--- config.mk ---
export PLATFORM = sky130hd
export DESIGN_NAME = tri_spread_gen
export DESIGN_NICKNAME = d
export VERILOG_FILES = /design/src/rtl/tsg_pkg.sv /design/src/rtl/tsg_floor_calc.sv /design/src/rtl/tsg_step_unit.sv /design/src/rtl/tsg_ramp_reg.sv /design/src/rtl/tri_spread_gen.sv
export SDC_FILE = /design/constraint.sdc
export NUM_CORES = 1
export LEC_CHECK = 0
export BUFFER_PORTS_ARGS = -buffer_cell sky130_fd_sc_hd__buf_2
export CORE_MARGIN = 2
export CORE_UTILIZATION = 48
export DETAILED_ROUTE_END_ITERATION = 12
export PLACE_DENSITY = 0.68
export SYNTH_ARGS = -nofsm -noshare
export SYNTH_HDL_FRONTEND = slang
export SYNTH_HIERARCHICAL = 1
export SYNTH_SLANG_ARGS = --single-unit
--- constraint.sdc ---
create_clock -name clk -period 19.45 [get_ports clk]
set_input_delay 3.89 -clock clk [delete_from_list [all_inputs] [get_ports clk]]
set_output_delay 3.89 -clock clk [all_outputs]
set_load 0.05 [all_outputs]
--- src/rtl/tsg_pkg.sv ---
// Package: shared constants and types for the triangular spread generator.
// Assumes ratio words are unsigned fixed point with a 16-bit fraction.
package tsg_pkg;
    localparam int FRAC_W = 16;

    typedef enum logic {
        DIR_UP   = 1'b0,
        DIR_DOWN = 1'b1
    } ramp_dir_e;
endpackage

--- src/rtl/tsg_floor_calc.sv ---
// Module: derives the lowest ratio of the sweep from nominal and depth.
// Assumes both inputs are unsigned; saturates at zero when depth >= nominal.
module tsg_floor_calc #(
    parameter int W = 22
) (
    input  logic [W-1:0] nominal,
    input  logic [W-1:0] depth,
    output logic [W-1:0] floor_val
);
    // Saturating subtraction of the spread depth from the nominal ratio.
    always_comb begin
        if (depth >= nominal) floor_val = '0;
        else                  floor_val = nominal - depth;
    end
endmodule

--- src/rtl/tsg_step_unit.sv ---
// Module: look-ahead arithmetic for one clock of the ramp.
// Assumes floor_val <= nominal; limit tests use one guard bit so no wrap.
module tsg_step_unit #(
    parameter int W = 22
) (
    input  logic [W-1:0] cur,
    input  logic [W-1:0] step,
    input  logic [W-1:0] floor_val,
    input  logic [W-1:0] nominal,
    output logic [W-1:0] dec_val,
    output logic [W-1:0] inc_val,
    output logic         at_floor,
    output logic         at_top
);
    localparam int WG = W + 1;

    logic [WG-1:0] cur_g;
    logic [WG-1:0] floor_plus;
    logic [WG-1:0] cur_plus;

    // Candidate values for a plain step in either direction.
    always_comb begin
        dec_val = cur - step;
        inc_val = cur + step;
    end

    // Guarded sums that decide whether the next step reaches a limit.
    always_comb begin
        cur_g      = {1'b0, cur};
        floor_plus = {1'b0, floor_val} + {1'b0, step};
        cur_plus   = {1'b0, cur} + {1'b0, step};
        at_floor   = (cur_g <= floor_plus);
        at_top     = (cur_plus >= {1'b0, nominal});
    end
endmodule

--- src/rtl/tsg_ramp_reg.sv ---
// Module: ratio register and direction state of the triangle.
// Assumes the step unit flags describe the current register value.
module tsg_ramp_reg
    import tsg_pkg::*;
#(
    parameter int W = 22
) (
    input  logic         clk,
    input  logic         rst_n,
    input  logic         en,
    input  logic [W-1:0] nominal,
    input  logic [W-1:0] floor_val,
    input  logic [W-1:0] dec_val,
    input  logic [W-1:0] inc_val,
    input  logic         at_floor,
    input  logic         at_top,
    output logic [W-1:0] ratio_q,
    output logic         dir_down
);
    ramp_dir_e dir_q;

    // Advance, clamp and reverse the ratio; idle or reset parks it at nominal.
    always_ff @(posedge clk) begin
        if (!rst_n || !en) begin
            ratio_q <= nominal;
            dir_q   <= DIR_DOWN;
        end else if (dir_q == DIR_DOWN) begin
            if (at_floor) begin
                ratio_q <= floor_val;
                dir_q   <= DIR_UP;
            end else begin
                ratio_q <= dec_val;
            end
        end else begin
            if (at_top) begin
                ratio_q <= nominal;
                dir_q   <= DIR_DOWN;
            end else begin
                ratio_q <= inc_val;
            end
        end
    end

    // Expose the direction as a plain flag.
    always_comb dir_down = (dir_q == DIR_DOWN);
endmodule

--- src/rtl/tri_spread_gen.sv ---
// Module: top of the triangular down-spread ratio profile generator.
// Assumes nominal, depth and step only change while en is low.
module tri_spread_gen
    import tsg_pkg::*;
#(
    parameter int INT_W = 6,
    localparam int RATIO_W = INT_W + FRAC_W
) (
    input  logic               clk,
    input  logic               rst_n,
    input  logic               en,
    input  logic [RATIO_W-1:0] nominal,
    input  logic [RATIO_W-1:0] depth,
    input  logic [RATIO_W-1:0] step,
    output logic [RATIO_W-1:0] ratio_out,
    output logic               dir_down
);
    logic [RATIO_W-1:0] floor_val;
    logic [RATIO_W-1:0] dec_val;
    logic [RATIO_W-1:0] inc_val;
    logic               at_floor;
    logic               at_top;

    tsg_floor_calc #(.W(RATIO_W)) u_floor (
        .nominal   (nominal),
        .depth     (depth),
        .floor_val (floor_val)
    );

    tsg_step_unit #(.W(RATIO_W)) u_step (
        .cur       (ratio_out),
        .step      (step),
        .floor_val (floor_val),
        .nominal   (nominal),
        .dec_val   (dec_val),
        .inc_val   (inc_val),
        .at_floor  (at_floor),
        .at_top    (at_top)
    );

    tsg_ramp_reg #(.W(RATIO_W)) u_ramp (
        .clk       (clk),
        .rst_n     (rst_n),
        .en        (en),
        .nominal   (nominal),
        .floor_val (floor_val),
        .dec_val   (dec_val),
        .inc_val   (inc_val),
        .at_floor  (at_floor),
        .at_top    (at_top),
        .ratio_q   (ratio_out),
        .dir_down  (dir_down)
    );
endmodule

==> results of run 1 <==
## worst max-delay path: stages
cell,delay (ns)
buf_2,0.13
ha_1,0.49
nand2_1,0.12
o21ai_1,0.33
a21boi_0,0.16
o21ai_0,0.38
a2bb2oi_2,0.33
nor2_1,0.38
ha_1,0.26
inv_1,0.06
fa_1,0.39
nand2b_1,0.20
a211oi_1,0.38
o31ai_2,0.14
a31oi_1,0.39
a221o_1,0.23
a21oi_1,0.07
xor2_1,0.15
ha_1,0.29
nand3_1,0.09
nor2_1,0.15
nand2_1,0.09
o21ai_0,0.21
or4b_1,0.46
buf_4,0.28
mux2i_1,0.20
nand2_1,0.09
o221a_1,0.17
## placed cells by master (no fill, tap or decap), types with 15 or more instances in the layout
cell type,synthesis,layout
o221a_1,19,19
nand2b_1,18,18
a21o_1,32,32
dfxtp_1,23,23
nor2_1,101,101
nor2b_1,32,32
nand2_1,75,75
o21ai_0,47,47
xnor2_1,38,38
nand3_1,22,22
nand4_1,17,17
buf_2,13,91
a21oi_1,93,93
nor3_1,20,20
xor2_1,24,24
a21oi_2,18,18
mux2i_1,24,24
a211oi_1,15,15
inv_1,99,99
ha_1,131,131
## metrics by stage
stage                     std cells  area (um2)  setup slack (ns)  hold WS, ns  util [%]
after floorplan                1023        7400             10.12        0.923         -
after global placement         1260        7830              9.07        0.940      51.7
after detailed placement       1260        7830              9.00        0.939      51.7
after CTS                      1264        7910              9.26        0.965      52.2
after global routing           1264        7910              8.69         1.04      52.2
final                          1264        7910              9.06        0.972      52.2
## cell families after synthesis
logic type	count (synthesis)	synth area share, %
compound gates	315	30.0
xor+xnor	62	7.34
fa+ha+maj	135	23.2
buf+inv	143	8.76
flops	23	6.23
mux	24	3.25
simple gates	321	21.2
## routing by layer
| metal | routed length [um] | part of all wire [%] |
|---|---|---|
| met3 | 1250 | 6.0 |
| met4 | 445 | 2.1 |
| met2 | 8560 | 41 |
| met5 | 0 | 0 |
| met1 | 10600 | 51 |
## registers in the layout, indices dropped and copies added (netlist names)
signal / count
u_ramp/ratio_q: 22
u_ramp/dir_down: 1
## worst paths after layout
| kind | start | to | cells past startpoint |
|---|---|---|---|
| worst max register to register | u_ramp/ratio_q[1] | u_ramp/ratio_q[10] | 19 |
| worst min register to register | u_ramp/dir_down | u_ramp/dir_down | 3 |
| worst min-delay path | u_ramp/dir_down | u_ramp/dir_down | 3 |
| worst max-delay path | nominal[17] | u_ramp/ratio_q[10] | 28 |
## where the power goes
part / internal [uW] / leakage [uW] / switching (uW)
registers: 60.1 / 0.000194 / 24.6
logic: 278 / 0.00359 / 419
clock network: 27.8 / 0.0000409 / 19.0
## cell type report
class / instances / area [um2] / area share (%)
clock buffer: 3 / 75.1 / 0.950
tap: 188 / 235 / 2.98
inverter: 99 / 372 / 4.70
sequential: 23 / 460 / 5.82
clock inverter: 1 / 5.00 / 0.0633
timing repair buffer: 93 / 470 / 5.95
multi-input combinational: 857 / 6290 / 79.5
==> key figures, run 1 <==
Run status
  – Status: finished clean

Global routing
  – Congestion Overflow GR: 0
  – Busiest metal layer after global routing: met1
  – First-pass GRT wire length: 33.4 mm
  – Met3 Use GR: 0.543%
  – Tot GR Track Use: 25.0%
  – Met2 usage: 38.0%
  – Initial antenna violation count: 0
  – Largest net degree at the start of global routing: 46
  – Vias in the first global route: 6686
  – Met1 GRT Util: 38.5%

Clock network
  – Clock Latency Late Sink: 0.27 ns
  – CTS resizes: 0
  – H-tree depth: 1
  – Setup bufs post-CTS: 0
  – Clock root buffer master: clkbuf_16
  – Hold Buf Count CTS: 0
  – CTS tree: yes
  – CTS clk-pin slew, worst paths: 0.06 ns
  – CTS Buf Count: 3
  – Clk buf depth: 2
  – Clock sinks: 23

Critical path
  – CP arrival: 10.54 ns
  – Reg2Reg Setup Slack: 14.34 ns
  – Kind of critical path: in2reg
  – Crit end category: register
  – WP data required: 19.60 ns
  – Setup crit start kind: input pin
  – Critical path peak fanout: 23

STA
  – Tmin final: 10.39 ns
  – FMAX: 96.3 MHz
  – Tightest Pin Transition: 0.995 ns
  – Setup repair after global routing missed its margin: no
  – Fin Setup TNS: 0 ns
  – Max Slew Vio Count: 0
  – Final setup fails: 0
  – Final Cycle Share: 53.4%
  – Final Hold Viols: 0
  – Clock Skew: 0.00154 ns
  – Slew HR: 33.6%

Detailed routing
  – Initial detailed-routing violation count: 634
  – Per-cell routed wire length: 16.5 um
  – Drt drc: 0
  – Routed Antenna Nets: 0
  – Via Count: 7454
  – WL final: 20.8 mm
  – Via/cell ratio: 5.90
  – Drt pass-1 iters: 5

Yosys
  – Syn. warnings: 6
  – Post-synthesis net count: 1227
  – Synth top area cells: ha_1, a21oi_1, dfxtp_1
  – Seq/Total Area, Yosys: 6.23%
  – Top cells by count, synth: ha_1, nor2_1, inv_1
  – Top cell type's share of synthesized area: 22.2%
  – Synth async-reset ratio: 0%
  – Number of synthesized flops with an enable pin: 0
  – Post-Synthesis Cell Area: 7400 um2
  – Synth Instances: 1023
  – Ys flop type: dfxtp_1
  – Synth cell types: 77
  – #FFs+latches synth: 23
  – Syn Area/Cell: 7.23 um2
  – Most frequent cell after synthesis: ha_1
  – Synth area leader: ha_1

Floorplanning
  – Die height: 128 um
  – Chip width: 128 um
  – Row count: 45
  – Core footprint: 15100 um2
  – Num ports: 92
  – Initial Util: 48.8%
  – Die area: 16400 um2

Placed design
  – IO Port Bufs: 91
  – Final HPWL DP: 17.3 mm
  – GPL Wtd Cong: 0.939

Pwr
  – Overall power: 829 uW
  – VDD IR max: 53.6 uV
  – Power per cell area: 105 nW/um2
  – Leakage: 0.00383 uW

Run
  – Number of max-cap violations: 0

Finish
  – # fillers: 1540
  – N_diodes: 0
  – Final net count: 1281
  – Layout cell share with drive strength beyond 1: 13.3%
  – Synthesis-to-layout area growth: 6.89%

Hold path
  – Hold Crit Class: reg2reg
No activity file was read; power rests on OpenSTA's default activity.
==> run 2: changes to the inputs <==
Clock period 19.45 ns to 10.7 ns, I/O delays scaled along.
==> key figures, run 2 (synthesized netlist as in run 1, its figures left out) <==
Run status
  – Status: finished clean

Pwr
  – Comb pwr share: 84.1% (about the same)
  – Power per cell area: 191 nW/um2 (+82%)
  – Switching Fraction: 55.9% (about the same)
  – Overall power: 1510 uW (+82%)
  – Internal Power: 664 uW (+82%)
  – Flop pwr share: 10.3% (about the same)
  – VDD IR max: 74.2 uV (+39%)
  – Leakage: 0.00383 uW (unchanged)
  – P_sw: 842 uW (+82%)
  – Clock power share: 5.6% (about the same)

Finish
  – Most flops, register: u_ramp/ratio_q
  – Commonest non-fill, non-tap cell in the layout: ha_1
  – Most frequent cells in the layout: ha_1, nor2_1, inv_1
  – Final Non-Filler Cells: 1264 (unchanged)
  – Layout cell share with drive strength beyond 1: 13.3% (unchanged)
  – Largest register FFs: 22 (unchanged)
  – Final net count: 1281 (unchanged)
  – Synthesis-to-layout area growth: 6.89% (unchanged)
  – N_diodes: 0 (unchanged)
  – # fillers: 1492 (-3.1%)

Run
  – Number of max-cap violations: 0 (unchanged)

STA
  – Tmin final: 8.59 ns
  – FMAX: 116 MHz
  – Clock Skew: 0.00310 ns (+0.00156 ns)
  – Max Slew Vio Count: 0 (unchanged)
  – Final setup fails: 0 (unchanged)
  – Tightest Pin Transition: 1.02 ns (+0.0222 ns)
  – Final Hold Viols: 0 (unchanged)
  – Setup repair after global routing missed its margin: no
  – Final Cycle Share: 80.3%
  – Slew HR: 31.6% (-2.0 points)
  – Fin Setup TNS: 0 ns (unchanged)

Clock network
  – Clock Latency Late Sink: 0.26 ns (about the same)
  – CTS resizes: 0 (unchanged)
  – Hold Buf Count CTS: 0 (unchanged)
  – Clock sinks: 23 (unchanged)
  – Setup bufs post-CTS: 0 (unchanged)
  – Clock root buffer master: clkbuf_16
  – CTS clk-pin slew, worst paths: 0.07 ns (about the same)
  – CTS tree: yes
  – CTS Buf Count: 3 (unchanged)
  – H-tree depth: 1 (unchanged)
  – Clk buf depth: 2 (unchanged)

Global routing
  – Initial antenna violation count: 0 (unchanged)
  – Congestion Overflow GR: 0 (unchanged)
  – Tot GR Track Use: 25.3% (+0.25 points)
  – First-pass GRT wire length: 33.7 mm (+0.85%)
  – Largest net degree at the start of global routing: 46 (unchanged)
  – Vias in the first global route: 6780 (+1.4%)

Detailed routing
  – Drt drc: 0 (unchanged)
  – Drt pass-1 iters: 5 (unchanged)
  – Routed Antenna Nets: 0 (unchanged)
  – WL final: 20.9 mm (+0.22%)
  – Initial detailed-routing violation count: 601 (-5.2%)
  – Via Count: 7422 (-0.43%)
  – Per-cell routed wire length: 16.5 um (+0.22%)
  – Via/cell ratio: 5.87 (-0.43%)

Floorplanning
  – Core footprint: 15100 um2 (unchanged)
  – Chip width: 128 um (unchanged)
  – Row count: 45 (unchanged)
  – Die height: 128 um (unchanged)
  – Initial Util: 48.8% (unchanged)
  – Die area: 16400 um2 (unchanged)
  – Num ports: 92 (unchanged)

Placed design
  – # placed instances: 1260 (unchanged)
  – IO Port Bufs: 91 (unchanged)
  – GPL Wtd Cong: 0.940 (about the same)
  – Final HPWL DP: 17.4 mm (+0.75%)

Critical path
  – WP data required: 10.85 ns (-8.75 ns)
  – Critical path peak fanout: 23 (unchanged)
  – CP arrival: 8.74 ns (-1.80 ns)
  – Kind of critical path: in2reg
  – Setup crit start kind: input pin
  – Crit end category: register

Hold path
  – Hold Crit Class: reg2reg
[run 2: area by class of cell]
| type | instances | area (um2) | share of cell area, % |
|---|---|---|---|
| well taps | 188 | 235 | 2.98 |
| clock inverters | 1 | 5.00 | 0.0633 |
| clock buffers | 3 | 75.1 | 0.950 |
| flip-flops and latches | 23 | 460 | 5.82 |
| multi-input cells | 857 | 6290 | 79.5 |
| inverters | 99 | 372 | 4.70 |
| repair buffers | 93 | 470 | 5.95 |
[run 2: worst max-delay path, cell delays in order]
cell       delay, ns
buf_2           0.13
ha_1            0.48
nand2_1         0.12
o21ai_1         0.34
a21boi_0        0.14
o21ai_0         0.37
a2bb2oi_2       0.33
nor2_1          0.35
ha_1            0.25
inv_1           0.06
fa_1            0.39
nand2b_1        0.20
a211oi_1        0.37
o31ai_2         0.14
a31oi_1         0.41
a221o_1         0.25
a21oi_1         0.08
xor2_1          0.15
ha_1            0.30
nand3_1         0.09
nor2_1          0.15
nand2_1         0.08
o21ai_0         0.18
or4b_1          0.45
buf_4           0.28
mux2i_1         0.22
nand2_1         0.08
o221a_1         0.16
[run 2: per-stage QoR]
step	cell area, um2	utilization (%)	worst slack [ns]	hold slack, ns
after floorplan	7400	-	3.12	0.923
after global placement	7830	51.7	2.07	0.940
after detailed placement	7830	51.7	2.02	0.944
after CTS	7910	52.2	2.26	0.958
after global routing	7910	52.2	1.67	1.07
final	7910	52.2	2.11	0.962
[run 2: routing by layer]
| metal | routed length (um) | global-route usage, % | up-vias | share of wire [%] |
|---|---|---|---|---|
| li1 | - | - | 3779 | - |
| met1 | 10600 | 38.5 | 3375 | 51 |
| met2 | 8760 | 38.9 | 246 | 42 |
| met3 | 1100 | 0.751 | 22 | 5.3 |
| met4 | 428 | 6.66 | 0 | 2.0 |
| met5 | 0 | 0 | - | 0 |
[run 2: path summary, 6_finish.rpt]
kind / cells past startpoint / from / slack [ns] / endpoint
min reg2reg: 3 / u_ramp/dir_down / 0.96 / u_ramp/dir_down
max reg2reg: 20 / u_ramp/ratio_q[0] / 5.61 / u_ramp/ratio_q[5]
max: 28 / nominal[17] / 2.11 / u_ramp/ratio_q[15]
min: 3 / u_ramp/dir_down / 0.96 / u_ramp/dir_down
[run 2: power by group through the flow]
stage	Clock (uW)	Combinational (uW)	Sequential, uW
CTS	84.7	1250	154
floorplan	0	944	213
finish	84.6	1270	155
global route	86.4	1400	158
global placement	0	1230	156
detailed placement	0	1240	156
==> run 3: changes to the inputs <==
Settings changed: PLACE_DENSITY 0.68 to 0.71.
Clock period 10.7 ns to 7.2 ns, I/O delays scaled along.
==> key figures, run 3 (synthesized netlist as in run 1, its figures left out) <==
Hold path
  – Hold Crit Class: reg2reg

Detailed routing
  – Via/cell ratio: 5.91 (+0.60%)
  – Per-cell routed wire length: 16.5 um (-0.32%)
  – Drt drc: 0 (unchanged)
  – Via Count: 7691 (+3.6%)
  – Drt pass-1 iters: 5 (unchanged)
  – Routed Antenna Nets: 0 (unchanged)
  – WL final: 21.5 mm (+2.7%)
  – Initial detailed-routing violation count: 706 (+17%)

Critical path
  – Kind of critical path: in2reg
  – Critical path peak fanout: 12 (-48%)
  – Crit path largest cell delay: 0.53 ns (+0.05 ns)
  – Reg2Reg Setup Slack: 2.08 ns (-3.53 ns)
  – Most used cell, CP: ha_1
  – Cell with the largest stage delay on the worst path: or4b_4
  – CP startpoint: nominal[0]
  – Reg2reg end: u_ramp/ratio_q[4]
  – CP arrival: 7.01 ns (-1.73 ns)
  – Reg-to-Reg Start: u_ramp/ratio_q[0]
  – WP data required: 7.36 ns (-3.49 ns)
  – Crit end category: register
  – Reg2reg path depth: 20 (unchanged)
  – Setup crit start kind: input pin
  – Crit path capture: u_ramp/ratio_q[9]

STA
  – Fin Setup TNS: 0 ns (unchanged)
  – Final Hold Viols: 0 (unchanged)
  – Tmin final: 6.85 ns
  – Slew HR: 44.6% (+13 points)
  – FMAX: 146 MHz
  – Final worst slack: 0.346 ns (-1.77 ns)
  – Tightest Pin Transition: 0.831 ns (-0.186 ns)
  – Max Slew Vio Count: 0 (unchanged)
  – Clock Skew: 0.00292 ns (-0.000180 ns)
  – Final setup fails: 0 (unchanged)
  – Final Cycle Share: 95.2%

Finish
  – Commonest non-fill, non-tap cell in the layout: ha_1
  – Post-layout instance area: 8310 um2 (+5.1%)
  – N_diodes: 0 (unchanged)
  – Most flops, register: u_ramp/ratio_q
  – Final net count: 1319 (+3.0%)
  – Final Util: 54.9% (+2.7 points)
  – Synthesis-to-layout area growth: 12.4%
  – Largest register FFs: 22 (unchanged)
  – Most frequent cells in the layout: ha_1, inv_1, a21oi_1
  – Layout cell share with drive strength beyond 1: 17.9% (+4.6 points)

Global routing
  – First-pass GRT wire length: 34.1 mm (+1.2%)
  – Congestion Overflow GR: 0 (unchanged)
  – Vias in the first global route: 6948 (+2.5%)
  – Tot GR Track Use: 25.5% (+0.21 points)
  – Initial antenna violation count: 0 (unchanged)
  – Busiest metal layer after global routing: met2
  – Met1 GRT Util: 38.0% (-0.44 points)
  – Met3 Use GR: 0.626% (-0.13 points)
  – Met2 usage: 39.6% (+0.69 points)
  – Largest net degree at the start of global routing: 46 (unchanged)

Floorplanning
  – Initial Util: 48.8% (unchanged)
  – Chip width: 128 um (unchanged)
  – Core footprint: 15100 um2 (unchanged)
  – Row count: 45 (unchanged)
  – Num ports: 92 (unchanged)
  – Die area: 16400 um2 (unchanged)
  – Die height: 128 um (unchanged)

Clock network
  – CTS Buf Count: 3 (unchanged)
  – Clock Latency Late Sink: 0.26 ns (about the same)
  – H-tree depth: 1 (unchanged)
  – Clk buf depth: 2 (unchanged)
  – CTS clk-pin slew, worst paths: 0.06 ns (about the same)
  – Clock root buffer master: clkbuf_16
  – CTS tree: yes
  – Clock sinks: 23 (unchanged)

Pwr
  – Power per cell area: 281 nW/um2 (+47%)
  – VDD IR max: 134 uV (+81%)
  – Overall power: 2330 uW (+55%)
  – Leakage: 0.00404 uW (+5.4%)

Placed design
  – Final HPWL DP: 17.7 mm (+1.8%)
  – Pre-CTS WS: -0.143 ns (-2.17 ns)
  – GPL Wtd Cong: 0.944 (+0.42%)
  – DP Area: 8110 um2 (+3.6%)
  – IO Port Bufs: 91 (unchanged)

Run status
  – Status: finished clean

Run
  – Number of max-cap violations: 0 (unchanged)
-- run 3: power by group --
group          total, uW  switching [uW]  internal [uW]
Combinational       1990            1170            814
Sequential           220            57.5            162
Clock                125            48.9           75.8
Total               2330            1280           1050
-- run 3: timing repair --
action,CTS,global route
endpoints found under the setup margin,0,23
hold buffers,0,0
buffers inserted,0,1
resized for setup,0,27
-- run 3: worst max-delay path: cells and delay by family --
family	cells	cell delay [ns]
simple gates	8	1.50
buf+inv	4	0.46
mux	1	0.18
fa+ha+maj	4	1.23
compound gates	11	2.11
xor+xnor	1	0.09
-- run 3: layout make-up --
type / instances / area (um2)
Tap cell: 188 / 235
Timing Repair Buffer: 131 / 790
Sequential cell: 23 / 460
Clock buffer: 4 / 78.8
Inverter: 99 / 372
Multi-Input combinational cell: 857 / 6370
Fill cell: 1482 / 6840
-- run 3: through the flow --
step,instances,hold WS [ns]
after floorplan,1023,0.923
after global placement,1296,0.778
after detailed placement,1296,0.785
after CTS,1300,0.801
after global routing,1302,0.843
final,1302,0.800
-- run 3: routing by layer --
metal | vias to the layer above | routed length, um
met2 | 308 | 9110
met5 | - | 0
met3 | 33 | 1410
met4 | 0 | 577
met1 | 3492 | 10400
li1 | 3858 | -
-- run 3: worst min-delay path by stage --
stage / startpoint / to / slack, ns / cells past startpoint
after floorplan: u_ramp/dir_down / u_ramp/ratio_q[2] / 0.92 / 2
after global placement: u_ramp/dir_down / u_ramp/dir_down / 0.78 / 4
after detailed placement: u_ramp/dir_down / u_ramp/dir_down / 0.78 / 4
after CTS: u_ramp/dir_down / u_ramp/dir_down / 0.80 / 4
after global routing: u_ramp/dir_down / u_ramp/ratio_q[2] / 0.84 / 2
final: u_ramp/dir_down / u_ramp/dir_down / 0.80 / 4
